**src/rtl/rs_pkg.sv**
```systemverilog
package rs_pkg;

  typedef enum logic {
    POL_ANY_SLOT    = 1'b0,
    POL_OLDEST_ONLY = 1'b1
  } policy_e;

  // Lane grant: lane 0 is older and wins a single free slot.
  function automatic logic [1:0] grant_lanes(input logic v0, input logic v1,
                                             input int unsigned room);
    logic [1:0] g;
    g = 2'b00;
    if (room >= 2) begin
      g = {v1, v0};
    end else if (room == 1) begin
      if (v0)      g = 2'b01;
      else if (v1) g = 2'b10;
    end
    return g;
  endfunction

endpackage

```
**src/rtl/rs_wake.sv**
```systemverilog
module rs_wake #(
  parameter int TAG_W = 6
) (
  input  logic [TAG_W-1:0] src_tag,
  input  logic             src_rdy,
  input  logic             wb_valid,
  input  logic [TAG_W-1:0] wb_tag,
  output logic             rdy_o
);
  function automatic logic hit(input logic v, input logic [TAG_W-1:0] a,
                               input logic [TAG_W-1:0] b);
    return v && (a == b);
  endfunction

  assign rdy_o = src_rdy | hit(wb_valid, src_tag, wb_tag);
endmodule

```
**src/rtl/rs_alloc.sv**
```systemverilog
module rs_alloc #(
  parameter int DEPTH = 8,
  localparam int CNT_W = $clog2(DEPTH + 1)
) (
  input  logic [CNT_W-1:0] count,
  input  logic             flush,
  input  logic             v0,
  input  logic             v1,
  output logic [1:0]       take,
  output logic [1:0]       n_take,
  output logic [CNT_W-1:0] free
);
  assign free   = CNT_W'(DEPTH) - count;
  assign take   = flush ? 2'b00 : rs_pkg::grant_lanes(v0, v1, 32'(free));
  assign n_take = {1'b0, take[0]} + {1'b0, take[1]};
endmodule

```
**src/rtl/rs_select.sv**
```systemverilog
module rs_select #(
  parameter int              DEPTH  = 8,
  parameter rs_pkg::policy_e POLICY = rs_pkg::POL_ANY_SLOT,
  localparam int IDX_W = $clog2(DEPTH)
) (
  input  logic [DEPTH-1:0] occ,
  input  logic [DEPTH-1:0] rdy,
  output logic             found,
  output logic [IDX_W-1:0] idx
);
  logic [DEPTH-1:0] cand;
  assign cand = occ & rdy;

  generate
    if (POLICY == rs_pkg::POL_ANY_SLOT) begin : g_any
      // Lowest index is oldest: scan from the top so the lowest wins.
      always_comb begin
        found = 1'b0;
        idx   = '0;
        for (int i = DEPTH - 1; i >= 0; i--) begin
          if (cand[i]) begin
            found = 1'b1;
            idx   = IDX_W'(i);
          end
        end
      end
    end else begin : g_head
      assign found = cand[0];
      assign idx   = '0;
    end
  endgenerate
endmodule

```
**src/rtl/rs_station.sv**
```systemverilog
module rs_station #(
  parameter int              DEPTH  = 8,
  parameter int              TAG_W  = 6,
  parameter int              PAY_W  = 8,
  parameter rs_pkg::policy_e POLICY = rs_pkg::POL_ANY_SLOT,
  localparam int IDX_W = $clog2(DEPTH),
  localparam int CNT_W = $clog2(DEPTH + 1)
) (
  input  logic             clk,
  input  logic             rst_n,
  input  logic             flush,
  input  logic             a0_valid,
  input  logic [TAG_W-1:0] a0_tag1,
  input  logic             a0_rdy1,
  input  logic [TAG_W-1:0] a0_tag2,
  input  logic             a0_rdy2,
  input  logic [PAY_W-1:0] a0_pay,
  input  logic             a1_valid,
  input  logic [TAG_W-1:0] a1_tag1,
  input  logic             a1_rdy1,
  input  logic [TAG_W-1:0] a1_tag2,
  input  logic             a1_rdy2,
  input  logic [PAY_W-1:0] a1_pay,
  input  logic             wb_valid,
  input  logic [TAG_W-1:0] wb_tag,
  output logic [1:0]       alloc_take,
  output logic [CNT_W-1:0] free_slots,
  output logic             disp_valid,
  output logic [PAY_W-1:0] disp_pay
);
  // Storage, compacted: entry 0 is the oldest.
  logic [TAG_W-1:0] t1_q [DEPTH];
  logic [TAG_W-1:0] t2_q [DEPTH];
  logic             r1_q [DEPTH];
  logic             r2_q [DEPTH];
  logic [PAY_W-1:0] pay_q [DEPTH];
  logic [CNT_W-1:0] count_q;

  logic [TAG_W-1:0] t1_d [DEPTH];
  logic [TAG_W-1:0] t2_d [DEPTH];
  logic             r1_d [DEPTH];
  logic             r2_d [DEPTH];
  logic [PAY_W-1:0] pay_d [DEPTH];
  logic [CNT_W-1:0] count_d;

  // Named internal events for assertions.
  logic             r1_w [DEPTH];
  logic             r2_w [DEPTH];
  logic [DEPTH-1:0] occ;
  logic [DEPTH-1:0] rdy_vec;
  logic             sel_found;
  logic [IDX_W-1:0] sel_idx;
  logic             disp_fire;
  logic [1:0]       n_take;
  logic             in0_r1, in0_r2, in1_r1, in1_r2;

  // Wakeup of stored sources.
  for (genvar g = 0; g < DEPTH; g++) begin : g_ent
    rs_wake #(.TAG_W(TAG_W)) u_w1 (
      .src_tag(t1_q[g]), .src_rdy(r1_q[g]),
      .wb_valid(wb_valid), .wb_tag(wb_tag), .rdy_o(r1_w[g]));
    rs_wake #(.TAG_W(TAG_W)) u_w2 (
      .src_tag(t2_q[g]), .src_rdy(r2_q[g]),
      .wb_valid(wb_valid), .wb_tag(wb_tag), .rdy_o(r2_w[g]));
    assign occ[g]     = CNT_W'(g) < count_q;
    assign rdy_vec[g] = r1_q[g] & r2_q[g];
  end

  // Wakeup of incoming sources (same-cycle capture).
  rs_wake #(.TAG_W(TAG_W)) u_i01 (.src_tag(a0_tag1), .src_rdy(a0_rdy1),
    .wb_valid(wb_valid), .wb_tag(wb_tag), .rdy_o(in0_r1));
  rs_wake #(.TAG_W(TAG_W)) u_i02 (.src_tag(a0_tag2), .src_rdy(a0_rdy2),
    .wb_valid(wb_valid), .wb_tag(wb_tag), .rdy_o(in0_r2));
  rs_wake #(.TAG_W(TAG_W)) u_i11 (.src_tag(a1_tag1), .src_rdy(a1_rdy1),
    .wb_valid(wb_valid), .wb_tag(wb_tag), .rdy_o(in1_r1));
  rs_wake #(.TAG_W(TAG_W)) u_i12 (.src_tag(a1_tag2), .src_rdy(a1_rdy2),
    .wb_valid(wb_valid), .wb_tag(wb_tag), .rdy_o(in1_r2));

  rs_alloc #(.DEPTH(DEPTH)) u_alloc (
    .count(count_q), .flush(flush), .v0(a0_valid), .v1(a1_valid),
    .take(alloc_take), .n_take(n_take), .free(free_slots));

  rs_select #(.DEPTH(DEPTH), .POLICY(POLICY)) u_sel (
    .occ(occ), .rdy(rdy_vec), .found(sel_found), .idx(sel_idx));

  assign disp_fire  = sel_found & ~flush;
  assign disp_valid = disp_fire;
  assign disp_pay   = pay_q[sel_idx];

  // Next state: remove the dispatched entry, shift younger ones down,
  // then append the accepted ops behind the survivors.
  always_comb begin
    logic [CNT_W-1:0] kept;
    logic [CNT_W-1:0] slot1;
    logic [IDX_W-1:0] src;
    kept  = count_q - CNT_W'(disp_fire);
    slot1 = kept + CNT_W'(alloc_take[0]);
    for (int i = 0; i < DEPTH; i++) begin
      if (disp_fire && IDX_W'(i) >= sel_idx) src = IDX_W'(i + 1);
      else                                   src = IDX_W'(i);
      t1_d[i]  = t1_q[src];
      t2_d[i]  = t2_q[src];
      r1_d[i]  = r1_w[src];
      r2_d[i]  = r2_w[src];
      pay_d[i] = pay_q[src];
      if (alloc_take[0] && CNT_W'(i) == kept) begin
        t1_d[i] = a0_tag1; t2_d[i] = a0_tag2;
        r1_d[i] = in0_r1;  r2_d[i] = in0_r2;
        pay_d[i] = a0_pay;
      end
      if (alloc_take[1] && CNT_W'(i) == slot1) begin
        t1_d[i] = a1_tag1; t2_d[i] = a1_tag2;
        r1_d[i] = in1_r1;  r2_d[i] = in1_r2;
        pay_d[i] = a1_pay;
      end
    end
    count_d = flush ? '0 : kept + CNT_W'(n_take);
  end

  always_ff @(posedge clk) begin
    if (!rst_n) count_q <= '0;
    else        count_q <= count_d;
  end

  always_ff @(posedge clk) begin
    for (int i = 0; i < DEPTH; i++) begin
      t1_q[i]  <= t1_d[i];
      t2_q[i]  <= t2_d[i];
      r1_q[i]  <= r1_d[i];
      r2_q[i]  <= r2_d[i];
      pay_q[i] <= pay_d[i];
    end
  end

  // a dispatched entry has both stored sources ready
  a_r2_ready_only: assert property (@(posedge clk) disable iff (!rst_n)
    disp_valid |-> (occ[sel_idx] && r1_q[sel_idx] && r2_q[sel_idx]));

  // head-only policy issues from entry 0 and nowhere else
  a_r4_head_only: assert property (@(posedge clk) disable iff (!rst_n)
    (POLICY == rs_pkg::POL_OLDEST_ONLY && disp_valid) |-> sel_idx == '0);

  // a head that is not ready blocks every younger entry
  a_r4_head_blocks: assert property (@(posedge clk) disable iff (!rst_n)
    (POLICY == rs_pkg::POL_OLDEST_ONLY && count_q != '0 && !(r1_q[0] && r2_q[0]))
      |-> !disp_valid);

  // never take more ops than free slots
  a_r7_no_overflow: assert property (@(posedge clk) disable iff (!rst_n)
    $countones(alloc_take) <= 32'(free_slots));

  // occupancy follows allocations and dispatches
  a_r7_count_track: assert property (@(posedge clk) disable iff (!rst_n)
    !$past(flush) |-> free_slots ==
      $past(free_slots) + CNT_W'($past(disp_valid)) - CNT_W'($past(n_take)));

  // flush blocks dispatch and allocation, then leaves the queue empty
  a_r8_flush_quiet: assert property (@(posedge clk) disable iff (!rst_n)
    flush |-> (!disp_valid && alloc_take == 2'b00));
  a_r8_flush_empty: assert property (@(posedge clk) disable iff (!rst_n)
    flush |=> free_slots == CNT_W'(DEPTH));
endmodule

```
**config.mk**
```make
export PLATFORM = sky130hd
export DESIGN_NAME = rs_station
export DESIGN_NICKNAME = d
export VERILOG_FILES = /design/src/rtl/rs_pkg.sv /design/src/rtl/rs_wake.sv /design/src/rtl/rs_alloc.sv /design/src/rtl/rs_select.sv /design/src/rtl/rs_station.sv
export SDC_FILE = /design/constraint.sdc
export NUM_CORES = 1
export LEC_CHECK = 0
export BUFFER_PORTS_ARGS = -buffer_cell sky130_fd_sc_hd__buf_2
export CORE_MARGIN = 1
export CORE_UTILIZATION = 45
export DETAILED_ROUTE_END_ITERATION = 16
export SLEW_MARGIN = 10
export SYNTH_ARGS = -nofsm -noshare
export SYNTH_HDL_FRONTEND = slang
export SYNTH_SLANG_ARGS = --single-unit
export TNS_END_PERCENT = 1
```
**constraint.sdc**
```tcl
create_clock -name clk -period 6.3 [get_ports clk]
set_clock_uncertainty 0.15 [all_clocks]
set_input_delay 0.63 -clock clk [delete_from_list [all_inputs] [get_ports clk]]
set_output_delay 0.63 -clock clk [all_outputs]
set_load 0.005 [all_outputs]
```
After elaboration in Yosys (flattened, before gate mapping):

Memory sizes are Yosys's and may differ from the RTL's.
Cells that the tools add are included.

* mux-type cells: 157
* reductions and logical operators: 47
* bitwise logic cells: 40
* add/subtract/negate cells: 5
* $lt $le $gt $ge: 25
* equality and inequality tests: 35

Operators by type and width (number)
* $mux 6: 32
* $mux 8: 16
* $eq 6x6->1: 20
* $mux 1: 76
* $bmux 1 s3: 16
* $logic_and 1x1->1: 44
* $eq 3x4->1 const A: 8
* $ge 4x4->1 const B: 8
* $not 3->4: 8
* $mux 3: 10
* $or 1x1->1: 20
* $eq 2x4->1 const A: 4
* $lt 3x4->1 const A: 4
* $mux 2: 7
* $ge 3x3->1 const A: 4
* $and 1x1->1: 9
* $and 8x8->8: 1
* $eq 1x4->1 const A: 2
* $logic_not 4->1: 2
* $lt 1x4->1 const A: 2
* $lt 2x4->1 const A: 2
* $ge 1x3->1 const A: 2
* $ge 2x3->1 const A: 2
* $add 4x1->4: 1
* other kinds (8): 9

* output and inout bits: 15
* memories kept: 5
* input bits: 56
* memory bits (writable): 176
* logic and storage cells: 315
* register bits after elaboration: 4

Memory list
* pay_q: depth 8, width 8, rd ports 9, clocked after memory_dff 0, write ports 8, RTL line rs_station.sv:36 `logic [PAY_W-1:0] pay_q [DEPTH];`
* t1_q: depth 8, width 6, rd ports 16, clocked after memory_dff 0, write ports 8, RTL line rs_station.sv:32 `logic [TAG_W-1:0] t1_q [DEPTH];`
* t2_q: depth 8, width 6, rd ports 16, clocked after memory_dff 0, write ports 8, RTL line rs_station.sv:33 `logic [TAG_W-1:0] t2_q [DEPTH];`
* r1_q: depth 8, width 1, rd ports 8, clocked after memory_dff 0, write ports 8, RTL line rs_station.sv:34 `logic r1_q [DEPTH];`
* r2_q: depth 8, width 1, rd ports 8, clocked after memory_dff 0, write ports 8, RTL line rs_station.sv:35 `logic r2_q [DEPTH];`

Depth between registers and ports, before layout:

Gate-level depths: netlist of the first run.

* word-level depth: 19
* depth in mapped cells: 18
* depth with buffers taken out: 14

Modules after synthesis:

From an unflattened synthesis of the first run, not the netlist that was laid out.

* cell total of the unflattened synthesis: 1022
* area total of the unflattened synthesis: 13715.7 sq um

By module, submodules not included
* rs_station: cells each 806, instances 1, area an instance 11992.8 sq um, sequential area each 5205.0 sq um
* rs_wake: cells each 9, instances 20, area an instance 71.3 sq um, sequential area each 0.0 sq um
* rs_alloc: cells each 17, instances 1, area an instance 171.4 sq um, sequential area each 0.0 sq um
* rs_select: cells each 19, instances 1, area an instance 125.1 sq um, sequential area each 0.0 sq um

Least setup slack after synthesis of the first run:

No wires, ideal clock.

* kind: reg2reg
* start point: register count_q[2] (netlist name)
* end point: memory pay_q[7][0] (enable)
* buffers on the path: 6
* cell stages (with the launch flop): 17
* clock period less this slack: 5067 ps
* data required time: 5770 ps
* data arrival time: 4537 ps
* setup slack: 1233 ps
* setup time: 380 ps
* cell sequence: dfxtp_1 -> buf_4 -> buf_2 -> o311ai_0 -> o2111a_1 -> a41oi_1 -> ha_1 -> ha_1 -> clkbuf_1 -> inv_1 -> ha_1 -> or3_1 -> buf_2 -> a211o_1 -> clkbuf_1 -> clkbuf_1 -> nand3b_1

RTL lines (RTL line)
* end, declared: rs_station.sv:36

Final worst setup path of the first run:

* start point: register count_q[1]
* end point: output disp_pay[6]

* longest elaborated chain between the ends: 11
* elaborated cells on any way between the ends: 18
* classes of those cells: order compare: 8; mux: 8; bitwise: 1; memory: 1

RTL lines
* start, declared: RTL line rs_station.sv:37 `logic [CNT_W-1:0] count_q;`
* start signal, assigned: RTL line rs_station.sv:122 `else count_q <= count_d;`
* $lt 3x4->1: RTL line rs_station.sv:65 `assign occ[g] = CNT_W'(g) < count_q;`
* $and 8x8->8 *: RTL line rs_select.sv:12 `assign cand = occ & rdy;`
* $mux 3 (7 in a row): RTL line rs_select.sv:21 `if (cand[i]) begin`
* $mux 3 *: RTL line rs_select.sv:21
* $mem_v2 8x8 *
* end, declared: RTL line rs_station.sv:29 `output logic [PAY_W-1:0] disp_pay`

Mark *: on every way between the ends. The rest lies on a longest branch, timed or not.

==> impl_metrics.json, run 1 <==
{
  "slowest_stage": "nor3b_1",
  "wl_um": 44300,
  "synthArstFlopShare_pct": 0,
  "drive_gt1_share_pct": 14.6,
  "outcome": "finished clean",
  "die_x_um": 171,
  "cap_violations": 0,
  "synth_commonest_cells": "165 x mux2i_1, 165 x o21ai_0, 161 x nand2_1, 160 x edfxtp_1, 97 x xor2_1",
  "setup_tns_ns": 0,
  "gp_congestion": 0.920,
  "grt_max_degree": 46,
  "cts_resized": 0,
  "drt_iter0_markers": 1283,
  "antenna_found_initial": 0,
  "rsz0062_at_grt": "no",
  "wl_met1_um": 19500,
  "crit_path_cell_trace": "inv_1 -> ha_1 -> nor2b_1 -> o211ai_1 -> a31oi_1 -> nor3b_1 -> a221oi_1 -> a21oi_1 -> buf_2",
  "port_buffers": 70,
  "ys.flop_type": "edfxtp_1",
  "syn-num-nets": 1405,
  "irDropWorstVdd_v": 0.000173,
  "multi_input_area_um2": 7070,
  "synth_seq_area_share_pct": 40.6,
  "cts_tree": "yes",
  "post-route-min-period_ns": 5.31,
  "antennaDiodeCount": 0,
  "cts.sinks": 180,
  "required_ns": 5.52,
  "final_cell_count_no_fill": 1718,
  "die_y_um": 171,
  "cts_setup_buffers": 0,
  "yosys.area.top_type_share_pct": 37.5,
  "critPathKind": "reg -> out",
  "hold_path_class": "in -> reg",
  "slew_headroom_pct": 12.4,
  "cts.path.max_buffers": 2,
  "hold_buffers": 0,
  "drtPass1Iterations": 5,
  "slew_violations": 0,
  "synth_edf_count": 160,
  "regArea_um2": 5200,
  "initial_core_util_pct": 45.9,
  "ys_types": 61,
  "synth.largest_area_cell": "edfxtp_1",
  "fmax_mhz": 188,
  "tightest_slew_ns": 1.31,
  "top_layer_used": "met4",
  "endpoint_kind": "output port",
  "avgSynthCellArea_um2": 9.57,
  "clk_latency_ns": 0.45,
  "wl_met3_um": 4160,
  "drt_drc_violations_left": 0,
  "power.total_mw": 5.24,
  "max_stage_delay_ns": 1.11,
  "rows": 61,
  "cp-start-kind": "flip-flop",
  "synth_area_leaders": "edfxtp_1 37%, mux2i_1 13%, xor2_1 6.6%",
  "nets": 1392,
  "dpl.hpwl_um": 29600,
  "grt_pass1_wl_um": 64900,
  "period_share_pct": 84.2,
  "coreArea_um2": 27900,
  "hold_violations": 0,
  "wl_met2_um": 19200,
  "cts_inserted_buffers": 17,
  "clk_pin_slew_ns": 0.08,
  "nFillCells": 2656,
  "synth_cells": 1340,
  "p_per_area_nw_per_um2": 375,
  "setup_violations": 0,
  "grtUsageTotal_pct": 30.9,
  "dp_cells": 1686,
  "htree_levels": 4,
  "dieArea_um2": 29200,
  "leakage_nw": 5.22,
  "root_buffer": "clkbuf_16",
  "layout-area-overhead-vs-synth_pct": 8.87,
  "grt-ovfl-total": 0,
  "viasPerCell": 6.22,
  "synth_area_um2": 12800,
  "ys_warn_count": 0,
  "wl_per_cell_um": 25.8,
  "ys_ff_latch": 180,
  "path_max_fanout": 10,
  "num_vias": 10700,
  "critPathArrivalTime_ns": 4.53,
  "ioPinCount": 71,
  "ant_nets": 0,
  "grt_pass1_vias": 10000
}
## layer usage
metal,GRT usage [%],up-vias
li1,-,4847
met1,44.2,5182
met2,46.0,576
met3,5.81,83
met4,12.1,0
met5,0,-
## flip-flops by register name (all words and copies together) (netlist names)
register and cells:
t1_q 48, r2_q 8, pay_q 64, count_q 4, r1_q 8, t2_q 48
## cells in the final DEF, fill, tap and decap left out, drive strengths merged, types with 7 or more instances in the layout
| cell type | instances |
|---|---|
| nor2 | 73 |
| inv | 19 |
| a221oi | 8 |
| a41oi | 15 |
| or3 | 7 |
| mux2 | 40 |
| nand2 | 161 |
| xor2 | 97 |
| edfxtp | 160 |
| ha | 8 |
| o311ai | 10 |
| a211oi | 23 |
| a31oi | 13 |
| nand2b | 9 |
| o22ai | 13 |
| nor3 | 21 |
| xnor2 | 29 |
| a21oi | 41 |
| nor2b | 24 |
| dfxtp | 20 |
| clkbuf | 18 |
| o21ai | 178 |
| buf | 101 |
| mux2i | 165 |
## final timing paths
check        startpoint           to  slack (ns)  cells past startpoint
max          count_q[1]  disp_pay[6]        0.99                      9
max reg2reg  count_q[1]   t2_q[7][4]        1.01                     16
min reg2reg  t2_q[7][5]   t2_q[6][5]        0.51                      2
min               rst_n   count_q[0]        0.34                      3
## cell families (layout without fill, tap and decap cells)
| family | count (synthesis) | after routing | synth area share [%] |
|---|---|---|---|
| adders and majority gates | 9 | 9 | 0.937 |
| AOI/OAI and AO/OA | 341 | 341 | 16.5 |
| DFF | 180 | 180 | 40.6 |
| muxes | 205 | 205 | 16.4 |
| xor gates and xnor gates | 127 | 127 | 8.78 |
| and+or+nand+nor | 333 | 333 | 11.8 |
| buffers and inverters | 145 | 145 | 4.96 |
## worst max-delay path: cells and delay by family, from the launching register on
family	cells	cell delay [ns]
AO/OA/AOI/OAI	4	1.58
adder cells (fa/ha/maj)	1	0.26
AND/OR/NAND/NOR	2	1.31
flip-flops	1	0.60
buffers and inverters	2	0.31
## power by group
group          total [mW]  leakage (nW)  switching [mW]  internal [mW]
Clock                1.07         0.282           0.531          0.537
Sequential           2.13          1.63           0.319           1.81
Combinational        2.04          3.31            1.21          0.834
Total                5.24          5.22            2.06           3.18
## area by class of cell
cell class | instances | share of cell area, %
clock inverters | 14 | 0.977
repair buffers | 101 | 4.27
inverters | 12 | 0.323
flip-flops and latches | 180 | 37.3
clock buffers | 18 | 3.15
well taps | 378 | 3.39
multi-input cells | 1015 | 50.6
## metrics by stage
stage	setup slack (ns)	hold WS, ns	instance area, µm²	utilization [%]
after floorplan	1.23	0.442	12800	-
after global placement	1.23	0.453	13400	47.9
after detailed placement	1.14	0.484	13400	47.9
after CTS	1.09	0.339	14000	50.0
after global routing	0.815	0.359	14000	50.0
final	0.994	0.340	14000	50.0
Power figures use the tool's default switching activity.
==> run 2: changes to the inputs <==
- clock period: 6.3 -> 4.4 ns (I/O delays scaled with it)
==> impl_metrics.json, run 2 (synthesized netlist as in run 1, its figures left out) <==
{
  "outcome": "finished clean",
  "largestRegisters": "pay_q (64), t1_q (48), t2_q (48)",
  "grt_pass1_vias": 10200,
  "cts_inserted_buffers": 17,
  "htree_levels": 4,
  "initial_core_util_pct": 45.9,
  "hold_slack_ns": 0.171,
  "hold_depth": 3,
  "setup_violations": 0,
  "hold_violations": 0,
  "cap_violations": 0,
  "cts.path.max_buffers": 2,
  "coreArea_um2": 27900,
  "wl_per_cell_um": 25.8,
  "nFillCells": 2563,
  "final_cell_mix": "165 x mux2i_1, 165 x o21ai_0, 161 x nand2_1",
  "grt_pass1_wl_um": 65500,
  "required_ns": 4.40,
  "cp-start-kind": "flip-flop",
  "ioPinCount": 71,
  "power.total_mw": 7.83,
  "layout-area-overhead-vs-synth_pct": 12.7,
  "grtUsageMet3_pct": 8.10,
  "die_x_um": 171,
  "grt_max_degree": 45,
  "root_buffer": "clkbuf_16",
  "grt-ovfl-total": 0,
  "rrSetupSlack_ns": 0.18,
  "slew_violations": 0,
  "largest_reg_flops": 64,
  "critPathKind": "reg -> reg",
  "largest-register": "pay_q",
  "ant_nets": 0,
  "post-route-min-period_ns": 4.22,
  "crit_path_cell_trace": "ha_1 -> o311ai_2 -> o2111a_2 -> a41oi_4 -> ha_4 -> inv_4 -> ha_4 -> nor2b_1 -> xnor3_1 -> or3_1 -> a2111oi_4 -> nand2b_1 -> nand2b_2 -> buf_12",
  "dieArea_um2": 29200,
  "wl_um": 45200,
  "dp_cells": 1718,
  "rsz0062_at_grt": "yes",
  "cts_tree": "yes",
  "antennaDiodeCount": 0,
  "gr-usage-met2_pct": 47.2,
  "gp_congestion": 0.899,
  "multi_input_area_um2": 7190,
  "hold_path_startpoint": "rst_n",
  "num_vias": 10800,
  "drive_gt1_share_pct": 18.0,
  "rr_endpoint": "t1_q[4][4]",
  "clk_pin_slew_ns": 0.07,
  "fmax_mhz": 237,
  "final_cell_count_no_fill": 1753,
  "clk_latency_ns": 0.45,
  "whs_endpoint": "count_q[2]",
  "port_buffers": 70,
  "regArea_um2": 5210,
  "rr_worst_depth": 14,
  "grtUsageTotal_pct": 31.3,
  "viasPerCell": 6.14,
  "tightest_slew_ns": 0.948,
  "max_stage_delay_ns": 0.45,
  "dpl.hpwl_um": 30700,
  "path_max_fanout": 16,
  "nets": 1427,
  "setup_tns_ns": 0,
  "hold_path_class": "in -> reg",
  "met1_usage_pct": 42.9,
  "slew_headroom_pct": 36.8,
  "drtPass1Iterations": 6,
  "endpoint_kind": "flip-flop",
  "critPathArrivalTime_ns": 4.22,
  "p_per_area_nw_per_um2": 542,
  "slowest_stage": "or3_1",
  "irDropWorstVdd_v": 0.000251,
  "r2r_start": "count_q[1]",
  "crit_top_cell": "ha_4",
  "antenna_found_initial": 0,
  "leakage_nw": 5.42,
  "cts.sinks": 180,
  "period_share_pct": 95.8,
  "die_y_um": 171,
  "drt_iter0_markers": 1235,
  "busiest_layer": "met2",
  "final_util_pct": 51.7,
  "drt_drc_violations_left": 0,
  "rows": 61
}
[run 2: where the power goes]
part           switching (mW)  internal (mW)
clock network           0.734          0.900
logic                    1.86           1.34
registers               0.421           2.58
total                    3.01           4.82
[run 2: critical path, delay by kind of cell, from the launching register on]
family	cells	cell delay, ns
AOI/OAI and AO/OA	4	1.13
and+or+nand+nor	4	1.03
adders and majority gates	3	0.67
DFF	1	0.40
buffers and inverters	2	0.27
xor gates and xnor gates	1	0.24
[run 2: area by class of cell]
cell class	count	share of cell area (%)
Sequential cell	180	36.0
Multi-Input combinational cell	1016	49.7
Clock buffer	17	2.94
Clock inverter	15	1.24
Inverter	12	0.346
Timing Repair Buffer	135	6.43
Tap cell	378	3.27
[run 2: routing by layer]
| layer | routed length (µm) | vias to the layer above |
|---|---|---|
| li1 | - | 4928 |
| met5 | 0 | - |
| met2 | 19900 | 560 |
| met1 | 19000 | 5203 |
| met3 | 4840 | 76 |
| met4 | 1450 | 0 |
[run 2: through the flow]
stage	cell area, µm²	setup WS (ns)
floorplan	13000	-0.113
global placement	13800	0.212
detailed placement	13800	0.109
CTS	14400	0.0901
global route	14500	-0.00527
finish	14500	0.183
[run 2: what timing repair did]
action | 4_1_cts | 5_1_grt
setup buffers | 0 | 1
endpoints found under the setup margin | 0 | 137
hold buffers | 0 | 0
resized for setup | 0 | 7
[run 2: worst max-delay path by stage]
stage / start / end / slack, ns / depth (start not counted)
2_1_floorplan: count_q[2] / pay_q[7][0] / -0.11 / 16
3_3_place_gp: count_q[1] / t2_q[6][4] / 0.21 / 14
3_5_place_dp: count_q[1] / t2_q[6][1] / 0.11 / 14
4_1_cts: count_q[1] / t2_q[6][1] / 0.09 / 14
5_1_grt: count_q[1] / t1_q[4][0] / -0.005 / 11
6_report: count_q[1] / t1_q[4][4] / 0.18 / 14
